<file path="src/rtl/ccp_pkg.sv">
// Shared constants for the configuration change protection unit.
// Assumes exactly two unlock modes, indexed to match the status byte bits.
package ccp_pkg;
    localparam int N_MODES   = 2;
    localparam int MODE_INSN = 0;   // status bit 0
    localparam int MODE_IO   = 1;   // status bit 1
    typedef logic [N_MODES-1:0] mode_vec_t;
endpackage

</file>
<file path="src/rtl/ccp_bus_decode.sv">
// Decodes one CPU bus cycle into the events the unlock windows react to.
// Assumes a single-beat write: address, data and strobe are valid together.
module ccp_bus_decode #(
    parameter int                ADDR_W    = 12,
    parameter logic [ADDR_W-1:0] CCP_ADDR  = 12'h034,
    parameter logic [ADDR_W-1:0] PROT_BASE = 12'h040,
    parameter int                PROT_NUM  = 4,
    parameter int                CE_BIT    = 0,
    parameter logic [7:0]        IO_SIG    = 8'hD8,
    parameter logic [7:0]        INSN_SIG  = 8'h9D
) (
    input  logic              bus_we,
    input  logic [ADDR_W-1:0] bus_addr,
    input  logic [7:0]        bus_wdata,
    output logic              sig_io,
    output logic              sig_insn,
    output logic              other_wr,
    output logic              prot_sel
);
    localparam logic [ADDR_W-1:0] PROT_LAST = PROT_BASE + ADDR_W'(PROT_NUM - 1);

    logic ccp_hit;
    logic in_range;

    // Classify the current write by target address and signature value.
    always_comb begin
        ccp_hit  = (bus_addr == CCP_ADDR);
        in_range = (bus_addr >= PROT_BASE) && (bus_addr <= PROT_LAST);
        sig_io   = bus_we && ccp_hit && (bus_wdata == IO_SIG);
        sig_insn = bus_we && ccp_hit && (bus_wdata == INSN_SIG);
        other_wr = bus_we && !ccp_hit;
        prot_sel = bus_we && in_range && bus_wdata[CE_BIT];
    end
endmodule

</file>
<file path="src/rtl/ccp_window.sv">
// One unlock window: opened by a load pulse, closed by a kill pulse or
// after WINDOW instruction ticks. Load has priority over kill and tick.
module ccp_window #(
    parameter int WINDOW = 4
) (
    input  logic clk,
    input  logic rst_n,
    input  logic load,
    input  logic kill,
    input  logic tick,
    output logic active
);
    localparam int CNT_W = $clog2(WINDOW + 1);

    logic [CNT_W-1:0] cnt;

    // Open, count down per tick, and close on expiry or cancellation.
    always_ff @(posedge clk) begin
        if (!rst_n) begin
            active <= 1'b0;
            cnt    <= '0;
        end else if (load) begin
            active <= 1'b1;
            cnt    <= CNT_W'(WINDOW);
        end else if (kill) begin
            active <= 1'b0;
            cnt    <= '0;
        end else if (tick && active) begin
            if (cnt == CNT_W'(1)) active <= 1'b0;
            cnt <= cnt - CNT_W'(1);
        end
    end

    AST_LOAD_OPENS: assert property (@(posedge clk) disable iff (!rst_n)
        load |=> active && (cnt == CNT_W'(WINDOW)));
    AST_KILL_CLOSES: assert property (@(posedge clk) disable iff (!rst_n)
        (kill && !load) |=> !active);
    AST_LAPSE: assert property (@(posedge clk) disable iff (!rst_n)
        (tick && active && cnt == CNT_W'(1) && !load) |=> !active);
    AST_COUNT_RANGE: assert property (@(posedge clk) disable iff (!rst_n)
        active |-> (cnt != '0) && (cnt <= CNT_W'(WINDOW)));
endmodule

</file>
<file path="src/rtl/ccp_guard.sv">
// Configuration change protection unit. Watches CPU writes for a signature
// at CCP_ADDR, keeps one unlock window per mode, gates protected register
// writes and protected instructions, and presents a status byte.
// Assumes exec_* pulses last one clock per executed instruction.
module ccp_guard
    import ccp_pkg::*;
#(
    parameter int                ADDR_W    = 12,
    parameter logic [ADDR_W-1:0] CCP_ADDR  = 12'h034,
    parameter logic [ADDR_W-1:0] PROT_BASE = 12'h040,
    parameter int                PROT_NUM  = 4,
    parameter int                CE_BIT    = 0,
    parameter logic [7:0]        IO_SIG    = 8'hD8,
    parameter logic [7:0]        INSN_SIG  = 8'h9D,
    parameter int                WINDOW    = 4
) (
    input  logic              clk,
    input  logic              rst_n,
    input  logic              bus_we,
    input  logic [ADDR_W-1:0] bus_addr,
    input  logic [7:0]        bus_wdata,
    output logic [7:0]        bus_rdata,
    input  logic              insn_tick,
    input  logic              exec_store,
    input  logic              exec_load,
    input  logic              exec_sleep,
    output logic              io_unlocked,
    output logic              insn_unlocked,
    output logic              prot_we,
    output logic              insn_allow
);
    logic      sig_io, sig_insn, other_wr, prot_sel;
    logic      clear_all;
    mode_vec_t load_v, kill_v, active_v;

    ccp_bus_decode #(
        .ADDR_W(ADDR_W), .CCP_ADDR(CCP_ADDR), .PROT_BASE(PROT_BASE),
        .PROT_NUM(PROT_NUM), .CE_BIT(CE_BIT), .IO_SIG(IO_SIG), .INSN_SIG(INSN_SIG)
    ) u_decode (
        .bus_we(bus_we), .bus_addr(bus_addr), .bus_wdata(bus_wdata),
        .sig_io(sig_io), .sig_insn(sig_insn), .other_wr(other_wr), .prot_sel(prot_sel)
    );

    // Events that end every open window at once.
    always_comb begin
        clear_all        = other_wr || exec_store || exec_load || exec_sleep;
        load_v           = '0;
        load_v[MODE_IO]   = sig_io;
        load_v[MODE_INSN] = sig_insn;
    end

    // One window per mode; the other mode's signature also closes it.
    for (genvar m = 0; m < N_MODES; m++) begin : g_mode
        assign kill_v[m] = clear_all || (load_v[N_MODES-1-m]);
        ccp_window #(.WINDOW(WINDOW)) u_window (
            .clk(clk), .rst_n(rst_n), .load(load_v[m]), .kill(kill_v[m]),
            .tick(insn_tick), .active(active_v[m])
        );
    end

    // Output gating and status read-back.
    always_comb begin
        io_unlocked   = active_v[MODE_IO];
        insn_unlocked = active_v[MODE_INSN];
        prot_we       = prot_sel && active_v[MODE_IO];
        insn_allow    = active_v[MODE_INSN] && (exec_store || exec_load);
        bus_rdata     = (bus_addr == CCP_ADDR) ? {{(8-N_MODES){1'b0}}, active_v} : 8'h00;
    end

    AST_MODES_EXCL: assert property (@(posedge clk) disable iff (!rst_n)
        $onehot0({io_unlocked, insn_unlocked}));
    AST_SIG_IO_OPENS: assert property (@(posedge clk) disable iff (!rst_n)
        sig_io |=> io_unlocked && !insn_unlocked);
    AST_WRITE_CANCELS: assert property (@(posedge clk) disable iff (!rst_n)
        (bus_we && bus_addr != CCP_ADDR) |=> !io_unlocked && !insn_unlocked);
    AST_EXEC_CANCELS: assert property (@(posedge clk) disable iff (!rst_n)
        ((exec_store || exec_load || exec_sleep) && !sig_io && !sig_insn)
            |=> !io_unlocked && !insn_unlocked);
    AST_ALLOW_CONSUMED: assert property (@(posedge clk) disable iff (!rst_n)
        (insn_allow && !sig_insn) |=> !insn_unlocked);
    AST_PROT_NEEDS_IO: assert property (@(posedge clk) disable iff (!rst_n)
        prot_we |-> bus_we && $past(1'b1) && io_unlocked);
endmodule

</file>
<file path="config.mk">
export PLATFORM = sky130hd
export DESIGN_NAME = ccp_guard
export DESIGN_NICKNAME = d
export VERILOG_FILES = /design/src/rtl/ccp_pkg.sv /design/src/rtl/ccp_bus_decode.sv /design/src/rtl/ccp_window.sv /design/src/rtl/ccp_guard.sv
export SDC_FILE = /design/constraint.sdc
export NUM_CORES = 1
export LEC_CHECK = 0
export CAP_MARGIN = 20
export CORE_UTILIZATION = 37
export CTS_BUF_LIST = sky130_fd_sc_hd__clkbuf_4
export DETAILED_ROUTE_END_ITERATION = 7
export GPL_ROUTABILITY_DRIVEN = 1
export GPL_TIMING_DRIVEN = 0
export PLACE_DENSITY = 0.8
export SLEW_MARGIN = 20
export SYNTH_ARGS = -nofsm -noshare
export SYNTH_HDL_FRONTEND = slang
export SYNTH_SLANG_ARGS = --single-unit
</file>
<file path="constraint.sdc">
create_clock -name clk -period 2.3 [get_ports clk]
set_input_delay 0.46 -clock clk [delete_from_list [all_inputs] [get_ports clk]]
set_output_delay 0.46 -clock clk [all_outputs]
set_load 0.02 [all_outputs]
</file>
Yosys cells after proc, flatten, opt, wreduce, memory -nomap -nowiden
Cells that the tools add are included.
Cells by class
  add/subtract/negate cells: 2
  eq/ne operators: 5
  $lt $le $gt $ge: 2
  mux-type cells: 15
  reduce and logical (&&, ||, !) cells: 26
  bitwise gates (word level): 1
Operators by type and width (count)
  $mux 3: 6
  $eq 8x8->1 const B: 2
  $eq 12x6->1 const B: 1
  $ge 12x7->1 const B: 1
  $le 12x7->1 const B: 1
  $reduce_bool 3->1: 4
  $logic_and 1x1->1: 11
  $mux 1: 8
  $eq 3x1->1 const B: 2
  $logic_or 1x1->1: 6
  $reduce_or 3->1: 2
  $sub 3x1->3 const B: 2
  $reduce_and 2->1: 2
  $mux 2: 1
  $logic_not 1->1: 1
  $not 1->1: 1
Storage, ports and cells
  register bits: 8
  input port bits: 27
  output and inout port bits: 12
  logic and storage cells: 57

Longest topological paths before layout
Gate-level depths: netlist of run 1.
  depth after elaboration: 9
  depth in mapped cells: 6
  gate-level depth less buffers: 6

Hierarchy
A second synthesis of run 1 with hierarchy kept.
Unflattened totals
  cell total of the unflattened synthesis: 86
  area total of the unflattened synthesis: 673.1 µm²
Modules (own cells, without submodules)
  ccp_window: area an instance 205.2 µm², cells an instance 25, times used 2
  ccp_bus_decode: area an instance 133.9 µm², cells an instance 18, times used 1
  ccp_guard: area an instance 128.9 µm², cells an instance 18, times used 1

Least setup slack after synthesis of run 1
Ideal clock, no wire load.
  path type: input -> output
  start: in bus_addr[2]
  end: out prot_we
  required time: 1.840 ns
  arrival time: 1.586 ns
  setup slack: 0.254 ns
  stages: 2
  cells stage by stage: or4b_2 -> nor3_1
On the way
  word-level cells in the longest chain between the ends: 5
  elaborated cells between the ends (all ways): 6
Ends and longest elaborated chain
  start, declared: RTL line ccp_guard.sv:20  | input logic [ADDR_W-1:0] bus_addr,
  $ge 12x7->1 / $le 12x7->1 (equally long branches): RTL line ccp_bus_decode.sv:28  | in_range = (bus_addr >= PROT_BASE) && (bus_addr <= PROT_LAST);
  $logic_and 1x1->1 *: RTL line ccp_bus_decode.sv:28
  $logic_and 1x1->1 * (2 in a row): RTL line ccp_bus_decode.sv:32  | prot_sel = bus_we && in_range && bus_wdata[CE_BIT];
  $logic_and 1x1->1 *: RTL line ccp_guard.sv:65  | prot_we = prot_sel && active_v[MODE_IO];
  end, declared: RTL line ccp_guard.sv:29  | output logic prot_we,
Every way passes the cells marked *; elsewhere a longest branch is shown, timed or not.

Final worst setup path of run 1
Ends and elaborated chain as after synthesis.

==> impl_results.md, run 1 <==
* Final cycle utilization of the critical path at 96.1%
* Num ports at 39
* Count of unresolved DRC violations after routing at 0
* Standard cell core area at 1560 sq um
* Vias in the first global route at 641
* FF-to-FF path depth at 6
* Leading cell type in the layout, fill and taps excluded: clkdlybuf4s50_1
* Time the worst path needs with I/O delays and setup at 2.21 ns
* Crit path required time at 1.84 ns
* Count of different cell masters after synthesis at 30
* Count of max-cap constraint violations at 0
* Final Util at 65.2%
* Startpoint of the most critical hold path: g_mode[1].u_window.cnt[1]$_SDFFE_PP0P_
* Max VDD drop at 0.147 mV
* Share of final-layout standard cells stronger than drive strength 1 at 17.6%
* Post-synthesis instance area at 633 sq um
* Syn avg cell area at 8.12 sq um
* Cell count along the critical path at 4
* Area overhead of the layout relative to synthesis at 60.5%
* FF-to-FF Start: g_mode[1].u_window.cnt[0]$_SDFFE_PP0P_
* GP Congestion at 0.705
* Cell count of the worst hold path at 2
* Critical path class: primary input to primary output
* Global routing met1 resource utilization at 20.7%
* Wire length of the first global-routing pass at 2420 um
* Register-to-Register Setup Slack at 0.92 ns
* Final wirelength at 1390 um
* Max Slew Vio Count at 0
* Count of inserted antenna diode cells at 0
* Combined global-route utilization of all metal layers at 17.0%
* Hold slack at 0.536 ns
* Number of cells produced by synthesis at 78
* Leftover overflow at the end of global routing at 0
* Post-layout instance count excluding filler cells at 135
* Number of buffers created by CTS at 3
* Global routing's busiest layer: met2
* Number of nets with antenna violations after routing at 0
* Nature of the critical path startpoint: primary input
* Worst Max-Slew Pin Slew at 0.510 ns
* Reg clk slew, reported paths at 0.05 ns
* Initial DRC Count at 18
* Pwr Density at 321 nW/um^2
* Largest fanout on the critical path at 2
* Number of antenna violations at the first check in global routing at 0
* Total placed cells including tap cells at 130
* Total number of placement rows at 14
* Critical path buffers and inverters at 2
* Met3 routing resource usage after global routing at 3.75%
* Result of the run: finished clean
* Clock tree sinks at 8
* Maximum count of clock buffers along a single path at 2
* Maximum number of pins on one net before global-route repair at 11
* Number of detailed-route iterations in the first pass at 3
* Number of H-tree levels at 1
* NumNets Final at 152
* Slowest cell on the critical path: or4b_4
* Crit-path max cell delay at 0.54 ns
* Hold Buf Count CTS at 0
* Most frequent cells in the layout: clkdlybuf4s50_1, nand2_1, buf_4, nor2_1, dfxtp_1
* Critical path data arrival time at 1.75 ns
* Routing usage on met2 at 27.9%
* Width of the die at 43.4 um
* CTS tree: built
* Peak clock frequency supported by timing at 452 MHz
* Via Count at 670
* Warnings from Yosys at 0
* Count of endpoints failing setup in the final report at 0
* Worst R2R End: g_mode[1].u_window.cnt[2]$_SDFFE_PN0P_
* Port Buffers at 31
* Clk root buf: clkbuf_4
* Overall die area at 1880 sq um
* Die boundary height at 43.4 um
* Unrepaired setup endpoints after global routing: false
* DP Wirelength at 1200 um
* Hold violation total from the final report at 0
* Endpoint kind of the worst setup timing path: primary output
* Sequential-to-total area share from yosys stat at 25.3%
* Wirelength per Cell at 10.3 um
* Clk_skew at 0.000171 ns
* Effective utilization at floorplan at 40.6%
* Flops & latches, synth at 8
* Hold WC Path Type: flop to flop
* Worst Hold Path EP: g_mode[1].u_window.cnt[1]$_SDFFE_PP0P_
* Vias per inst at 4.96
* Insertion delay to the later sink of the worst-skew pair at 0.25 ns
* Category of cells accounting for the largest share of critical-path delay: simple AND/OR/NAND/NOR gates
* CP Cell Sequence: clkdlybuf4s50_1, or4b_4, nor3_2, buf_4
* Slew HR at 65.7%
* Leakage component of the power at 0.000367 uW
==> sequential cells by signal, indices dropped and copies added, names as in the netlist <==
register,cells
g_mode.u_window.active,2
g_mode.u_window.cnt,6
==> routing by layer <==
metal / vias to the layer above / routed length [um]
met5: - / 0
met4: 0 / 31
met3: 5 / 117
met2: 32 / 603
met1: 283 / 639
li1: 350 / -
==> logic make-up after synthesis <==
logic type	after synthesis	synth area share, %
fa+ha+maj	4	7.91
flops	8	25.3
compound gates	11	13.4
simple gates	37	36.0
other cells	1	0.592
buf+inv	13	11.3
xor+xnor	4	5.53
==> through the flow <==
stage	cell area, sq um	setup WS (ns)	total power, uW	TNS, ns
floorplan	652	0.254	171	0
detailed placement	982	-0.491	221	-1.32
finish	1020	0.0890	326	0
global placement	982	-0.478	220	-1.25
CTS	1010	0.00946	328	0
global route	1020	0.0150	345	0
==> worst max-delay path by stage <==
stage	to	slack [ns]	from
after global routing	prot_we	0.01	bus_addr[11]
after floorplan	prot_we	0.25	bus_addr[2]
after detailed placement	prot_we	-0.49	bus_addr[2]
final	prot_we	0.09	bus_addr[2]
after global placement	prot_we	-0.48	bus_addr[2]
after CTS	prot_we	0.009	bus_addr[2]
==> repair_timing <==
item                       in CTS  in global routing
gates resized for setup        13                  3
cloned                          0                  0
pin swaps                       1                  2
setup buffers                   0                  2
setup endpoints to repair       3                  3
==> layout make-up <==
type / count / area, sq um
plain buffers: 7 / 48.8
clock buffers: 3 / 22.5
fillers: 151 / 543
inverters: 6 / 22.5
multi-input cells: 62 / 429
flip-flops and latches: 8 / 160
well taps: 16 / 20.0
repair buffers: 33 / 313
==> cells in the mapped netlist <==
cell	number	area share, %
xnor2_1	3	4.2
inv_1	6	3.6
a22oi_1	2	2.4
or4b_2	1	1.6
dfxtp_1	8	25
nor3_1	2	1.6
or3_1	2	2.0
o211ai_1	1	1.2
a21oi_1	2	1.6
a311oi_2	2	4.7
nand4_1	1	0.99
xor2_1	1	1.4
nand4_2	1	2.0
clkbuf_1	1	0.59
nand2b_1	2	2.0
nor4_4	1	3.4
nor4_1	2	2.0
o21ai_0	3	2.4
nand4bb_1	1	1.8
nand2_1	9	5.3
nor4b_1	1	1.4
nand3_1	3	2.4
and4b_1	1	1.6
ha_1	4	7.9
conb_1	1	0.59
or3_4	1	1.8
o21a_1	1	1.2
buf_4	6	7.1
nor2_1	8	4.7
or4b_1	1	1.6
==> power by group <==
part	switching [uW]	internal, uW	total (uW)
clock	47.3	59.7	107
sequential	0.0244	139	139
combinational	29.6	51.0	80.6
==> worst register-to-register path: cells and delay by family (launching register included) <==
family          cells  cell delay, ns
simple gates        2            0.46
flops               1            0.32
buf+inv             1            0.09
compound gates      1            0.13
fa+ha+maj           1            0.15
xor+xnor            1            0.16
Power figures use the tool's default switching activity.
==> run 2: changes to the inputs <==
--- a/config.mk
+++ b/config.mk
@@ -6,12 +6,14 @@
 export NUM_CORES = 1
 export LEC_CHECK = 0
 export CAP_MARGIN = 20
+export CORE_MARGIN = 8
 export CORE_UTILIZATION = 37
 export CTS_BUF_LIST = sky130_fd_sc_hd__clkbuf_4
 export DETAILED_ROUTE_END_ITERATION = 7
 export GPL_ROUTABILITY_DRIVEN = 1
 export GPL_TIMING_DRIVEN = 0
-export PLACE_DENSITY = 0.8
+export HOLD_SLACK_MARGIN = 0.15
+export PLACE_DENSITY_LB_ADDON = 0.3
 export SLEW_MARGIN = 20
 export SYNTH_ARGS = -nofsm -noshare
 export SYNTH_HDL_FRONTEND = slang
==> impl_results.md, run 2 (synthesis results as in run 1) <==
* Result of the run: finished clean
* Max FFs per register at 6 (unchanged)
* Switching pwr at 75.9 uW (-1.5%)
* Portion of total power attributed to sequential cells at 42.7% (+0.2 points)
* Clk root buf: clkbuf_4
* Die boundary height at 57.4 um (+32%)
* Internal power at 249 uW (-0.14%)
* CP Cell Sequence: clkdlybuf4s50_1, or4b_4, nor3_2, buf_4
* Clock power share at 32.6% (-0.2 points)
* Count of inserted antenna diode cells at 0 (unchanged)
* Wire length of the first global-routing pass at 2950 um (+22%)
* Reg clk slew, reported paths at 0.05 ns (about the same)
* Slew HR at 62.1% (-3.6 points)
* Area overhead of the layout relative to synthesis at 60.9%
* Max VDD drop at 0.138 mV (-6.2%)
* Final Total Pwr at 325 uW (-0.46%)
* Worst Max-Slew Pin Slew at 0.563 ns (+0.0528 ns)
* Number of antenna violations at the first check in global routing at 0 (unchanged)
* Hold slack at 0.536 ns (-0.000611 ns)
* Effective utilization at floorplan at 37.9% (-2.7 points)
* Portion of total power attributed to combinational logic at 24.7% (about the same)
* Clk_skew at 0.000181 ns (+0.00000988 ns)
* Crit path required time at 1.84 ns (about the same)
* Number of nets with antenna violations after routing at 0 (unchanged)
* Nature of the critical path startpoint: primary input
* Initial DRC Count at 10 (-8)
* GP Congestion at 0.765 (+8.5%)
* Critical path data arrival time at 1.75 ns (about the same)
* Endpoint kind of the worst setup timing path: primary output
* Register bank with the most flops: g_mode.u_window.cnt
* Max Slew Vio Count at 0 (unchanged)
* Count of endpoints failing setup in the final report at 0 (unchanged)
* Width of the die at 57.4 um (+32%)
* DP Wirelength at 1410 um (+18%)
* Peak clock frequency supported by timing at 453 MHz (+0.14%)
* Leading cell type in the layout, fill and taps excluded: clkdlybuf4s50_1
* Via Count at 672 (+0.30%)
* Design Area, Final at 1020 sq um (+0.25%)
* Count of max-cap constraint violations at 0 (unchanged)
* Vias in the first global route at 746 (+16%)
* Port Buffers at 31 (unchanged)
* Maximum count of clock buffers along a single path at 2 (unchanged)
* Hold WC Path Type: flop to flop
* Leakage component of the power at 0.000371 uW (+1.2%)
* Number of H-tree levels at 1 (unchanged)
* Unrepaired setup endpoints after global routing: false
* Total number of placement rows at 15 (+1)
* Number of detailed-route iterations in the first pass at 3 (unchanged)
* NumNets Final at 151 (-0.66%)
* Time the worst path needs with I/O delays and setup at 2.21 ns (-0.00308 ns)
* Maximum number of pins on one net before global-route repair at 11 (unchanged)
* Insertion delay to the later sink of the worst-skew pair at 0.24 ns (about the same)
* Net switching fraction of the power at 23.4% (-0.25 points)
* Leftover overflow at the end of global routing at 0 (unchanged)
* Number of buffers created by CTS at 3 (unchanged)
* Vias per inst at 4.98 (+0.30%)
* Largest registers: g_mode.u_window.cnt x6, g_mode.u_window.active x2
* Post-layout instance count excluding filler cells at 135 (unchanged)
* Pwr Density at 319 nW/um^2 (-0.70%)
* Combined global-route utilization of all metal layers at 10.9% (-6.2 points)
* CTS tree: built
* Overall die area at 3290 sq um (+75%)
* Critical path class: primary input to primary output
* Wirelength per Cell at 12.2 um (+18%)
* Clock tree sinks at 8 (unchanged)
* Final wirelength at 1640 um (+18%)
* Standard cell core area at 1670 sq um (+7.1%)
* Crit-path max cell delay at 0.53 ns (about the same)
* Hold Buf Count CTS at 0 (unchanged)
* Most frequent cells in the layout: clkdlybuf4s50_1, nand2_1, nor2_1, buf_4, dfxtp_1
* Final cycle utilization of the critical path at 96.0% (-0.13 points)
* Count of unresolved DRC violations after routing at 0 (unchanged)
* Hold violation total from the final report at 0 (unchanged)
* Largest fanout on the critical path at 2 (unchanged)
* Slowest cell on the critical path: or4b_4
* Total placed cells including tap cells at 131 (+0.77%)
* Share of final-layout standard cells stronger than drive strength 1 at 16.9% (-0.70 points)
* Num ports at 39 (unchanged)
* Area after detailed placement at 983 sq um (+0.13%)
[run 2: per-layer routing]
| layer | part of all wire, % | track usage (%) |
|---|---|---|
| met5 | 0 | 0 |
| met4 | 1.3 | 5.00 |
| met3 | 12 | 5.83 |
| met2 | 44 | 17.5 |
| met1 | 42 | 11.3 |
[run 2: path summary, 6_finish.rpt]
check / startpoint / to / slack (ns) / cells past startpoint
hold reg to reg: g_mode[0].u_window.cnt[1]$_SDFFE_PP0P_ / g_mode[0].u_window.cnt[1]$_SDFFE_PP0P_ / 0.54 / 2
hold / removal: g_mode[0].u_window.cnt[1]$_SDFFE_PP0P_ / g_mode[0].u_window.cnt[1]$_SDFFE_PP0P_ / 0.54 / 2
setup / recovery: bus_addr[2] / prot_we / 0.09 / 4
setup reg to reg: g_mode[1].u_window.cnt[0]$_SDFFE_PP0P_ / g_mode[1].u_window.cnt[2]$_SDFFE_PN0P_ / 0.90 / 6
[run 2: power by group through the flow]
stage / clock network [uW] / registers [uW] / logic, uW
final: 106 / 139 / 80.3
after global routing: 116 / 139 / 86.8
after CTS: 107 / 139 / 79.6
after detailed placement: 0 / 142 / 79.5
after global placement: 0 / 142 / 78.6
after floorplan: 0 / 142 / 29.1
[run 2: area by class of cell]
class	count	area, sq um
Buffer	7	48.8
Clock buffer	3	22.5
Fill cell	151	652
Inverter	6	22.5
Multi-Input combinational cell	62	429
Sequential cell	8	160
Tap cell	17	21.3
Timing Repair Buffer	32	314
[run 2: per-stage QoR]
stage / worst slack, ns / util, % / setup TNS (ns)
detailed placement: -0.476 / 58.9 / -1.40
global route: 0.0127 / 61.0 / 0
global placement: -0.470 / 58.9 / -1.25
floorplan: 0.254 / - / 0
CTS: 0.00278 / 60.5 / 0
finish: 0.0921 / 61.0 / 0
[run 2: timing repair]
action | 4_1_cts | 5_1_grt
gates resized for setup | 13 | 3
setup buffers | 0 | 1
pin swaps | 0 | 4
endpoints found under the setup margin | 3 | 3
[run 2: worst max-delay path, delay by kind of cell]
kind                   cells  cell delay, ns
AND/OR/NAND/NOR            2            0.71
buffers and inverters      2            0.57
==> run 3: changes to the inputs <==
--- a/config.mk
+++ b/config.mk
@@ -6,7 +6,7 @@
 export NUM_CORES = 1
 export LEC_CHECK = 0
 export CAP_MARGIN = 20
-export CORE_MARGIN = 8
+export CORE_MARGIN = 2
 export CORE_UTILIZATION = 37
 export CTS_BUF_LIST = sky130_fd_sc_hd__clkbuf_4
 export DETAILED_ROUTE_END_ITERATION = 7
==> impl_results.md, run 3 (synthesis results as in run 1) <==
* Slew HR at 64.0% (+1.9 points)
* Final wirelength at 1420 um (-13%)
* GP Congestion at 0.754 (-1.5%)
* Clock power share at 32.7% (about the same)
* Insertion delay to the later sink of the worst-skew pair at 0.25 ns (about the same)
* CP Cell Sequence: clkdlybuf4s50_1, or4b_2, nor3_2, buf_4
* Slowest cell on the critical path: or4b_2
* Max FFs per register at 6 (unchanged)
* Num ports at 39 (unchanged)
* Crit-path max cell delay at 0.68 ns (+0.15 ns)
* Sequential cell area in the final layout at 160 sq um (unchanged)
* Maximum count of clock buffers along a single path at 2 (unchanged)
* Critical path data arrival time at 1.84 ns (+0.09 ns)
* Final Total Pwr at 325 uW (about the same)
* Final Util at 64.0% (+3.0 points)
* CTS tree: built
* Register-to-Register Setup Slack at 0.90 ns (about the same)
* Hold violation total from the final report at 0 (unchanged)
* Unrepaired setup endpoints after global routing: true
* Number of H-tree levels at 1 (unchanged)
* Port Buffers at 31 (unchanged)
* Time the worst path needs with I/O delays and setup at 2.30 ns (+0.0874 ns)
* Peak clock frequency supported by timing at 436 MHz (-3.8%)
* Hold Buf Count CTS at 0 (unchanged)
* Internal power at 249 uW (about the same)
* Standard cell core area at 1560 sq um (-6.7%)
* Number of nets with antenna violations after routing at 0 (unchanged)
* Vias per inst at 4.97 (-0.16%)
* Critical path buffers and inverters at 2 (unchanged)
* Number of detailed-route iterations in the first pass at 4 (+1)
* Worst Max-Slew Pin Slew at 0.535 ns (-0.0284 ns)
* Nature of the critical path startpoint: primary input
* Count of max-cap constraint violations at 0 (unchanged)
* Count of unresolved DRC violations after routing at 0 (unchanged)
* Category of cells accounting for the largest share of critical-path delay: simple AND/OR/NAND/NOR gates
* Crit path required time at 1.84 ns (about the same)
* Leading cell type in the layout, fill and taps excluded: clkdlybuf4s50_1
* Result of the run: finished clean
* Largest registers: g_mode.u_window.cnt x6, g_mode.u_window.active x2
* Effective utilization at floorplan at 40.6% (+2.7 points)
* Max VDD drop at 0.140 mV (+1.2%)
* Portion of total power attributed to combinational logic at 24.6% (about the same)
* Maximum number of pins on one net before global-route repair at 11 (unchanged)
* Leftover overflow at the end of global routing at 0 (unchanged)
* Die boundary height at 45.4 um (-21%)
* Fillers at 142 (-6.0%)
* Hold WC Path Type: flop to flop
* Number of buffers created by CTS at 3 (unchanged)
* Count of inserted antenna diode cells at 0 (unchanged)
* Total number of placement rows at 14 (-1)
* NumNets Final at 150 (-0.66%)
* Initial DRC Count at 8 (-2)
* Area after detailed placement at 982 sq um (-0.13%)
* Switching pwr at 75.7 uW (-0.24%)
* Vias in the first global route at 658 (-12%)
* Leakage component of the power at 0.000358 uW (-3.6%)
* Net switching fraction of the power at 23.3% (-0.045 points)
* Clock tree sinks at 8 (unchanged)
* Via Count at 661 (-1.6%)
* Max Slew Vio Count at 0 (unchanged)
* Area overhead of the layout relative to synthesis at 57.5%
* Endpoint kind of the worst setup timing path: primary output
* Most frequent cells in the layout: clkdlybuf4s50_1, nand2_1, nor2_1, dfxtp_1, buf_4
* DP Wirelength at 1230 um (-13%)
* Clk root buf: clkbuf_4
* Overall die area at 2060 sq um (-37%)
* Critical path class: primary input to primary output
* Width of the die at 45.4 um (-21%)
* Design Area, Final at 997 sq um (-2.1%)
* Total setup buffers inserted after CTS at 0 (unchanged)
* Portion of total power attributed to sequential cells at 42.7% (about the same)
* Wirelength per Cell at 10.7 um (-12%)
* Number of antenna violations at the first check in global routing at 0 (unchanged)
* Wire length of the first global-routing pass at 2480 um (-16%)
* Share of final-layout standard cells stronger than drive strength 1 at 16.2% (-0.71 points)
* Register bank with the most flops: g_mode.u_window.cnt
* Pwr Density at 326 nW/um^2 (+2.1%)
* Combined global-route utilization of all metal layers at 17.0% (+6.1 points)
* Final cycle utilization of the critical path at 99.8% (+3.8 points)
* Reg clk slew, reported paths at 0.05 ns (about the same)
* Area used by multi-input combinational logic at 425 sq um (-0.87%)
* Largest fanout on the critical path at 2 (unchanged)
* Count of endpoints failing setup in the final report at 0 (unchanged)
* Clk_skew at 0.00109 ns (+0.000912 ns)
## run 3: repair_timing
action	4_1_cts	5_1_grt
pin swaps	0	2
gates cloned	0	0
resized for setup	11	4
endpoints found under the setup margin	3	3
## run 3: power by group through the flow
stage          logic [uW]  clock network, uW  registers (uW)
2_1_floorplan        29.1                  0             142
3_3_place_gp         78.7                  0             142
3_5_place_dp         79.6                  0             142
4_1_cts              79.8                112             139
5_1_grt              86.1                120             139
6_report             79.7                106             139
## run 3: final cells by class
cell class / instances / area share [%]
plain buffers: 7 / 4.89
clock buffers: 3 / 2.26
inverters: 6 / 2.26
multi-input cells: 62 / 42.7
flip-flops and latches: 8 / 16.1
well taps: 16 / 2.01
repair buffers: 31 / 29.9
## run 3: worst paths after layout
check,from,to,cells past startpoint
max,bus_addr[2],prot_we,4
min,g_mode[1].u_window.cnt[1]$_SDFFE_PP0P_,g_mode[1].u_window.cnt[1]$_SDFFE_PP0P_,2
max reg2reg,g_mode[1].u_window.cnt[0]$_SDFFE_PP0P_,g_mode[1].u_window.cnt[2]$_SDFFE_PN0P_,6
min reg2reg,g_mode[1].u_window.cnt[1]$_SDFFE_PP0P_,g_mode[1].u_window.cnt[1]$_SDFFE_PP0P_,2
## run 3: tightest hold or removal path, stage by stage, from the launching register on
cell and delay [ns]:
dfxtp_1 0.31, a21oi_1 0.15, a311oi_2 0.05
## run 3: layer usage
layer | vias to the layer above | wire [um] | GRT usage (%)
met1 | 284 | 577 | 17.6
li1 | 341 | - | -
met2 | 32 | 693 | 30.0
met4 | 0 | 42 | 12.4
met5 | - | 0 | 0
met3 | 4 | 109 | 3.20
## run 3: per-stage QoR
stage | setup slack [ns] | std cells | TNS, ns | hold WS, ns
finish | 0.00463 | 133 | 0 | 0.549
global route | -0.0503 | 133 | -0.0503 | 0.579
CTS | -0.0257 | 133 | -0.0257 | 0.552
detailed placement | -0.494 | 130 | -1.29 | 0.542
global placement | -0.462 | 130 | -1.13 | 0.525
floorplan | 0.254 | 83 | 0 | 0.516
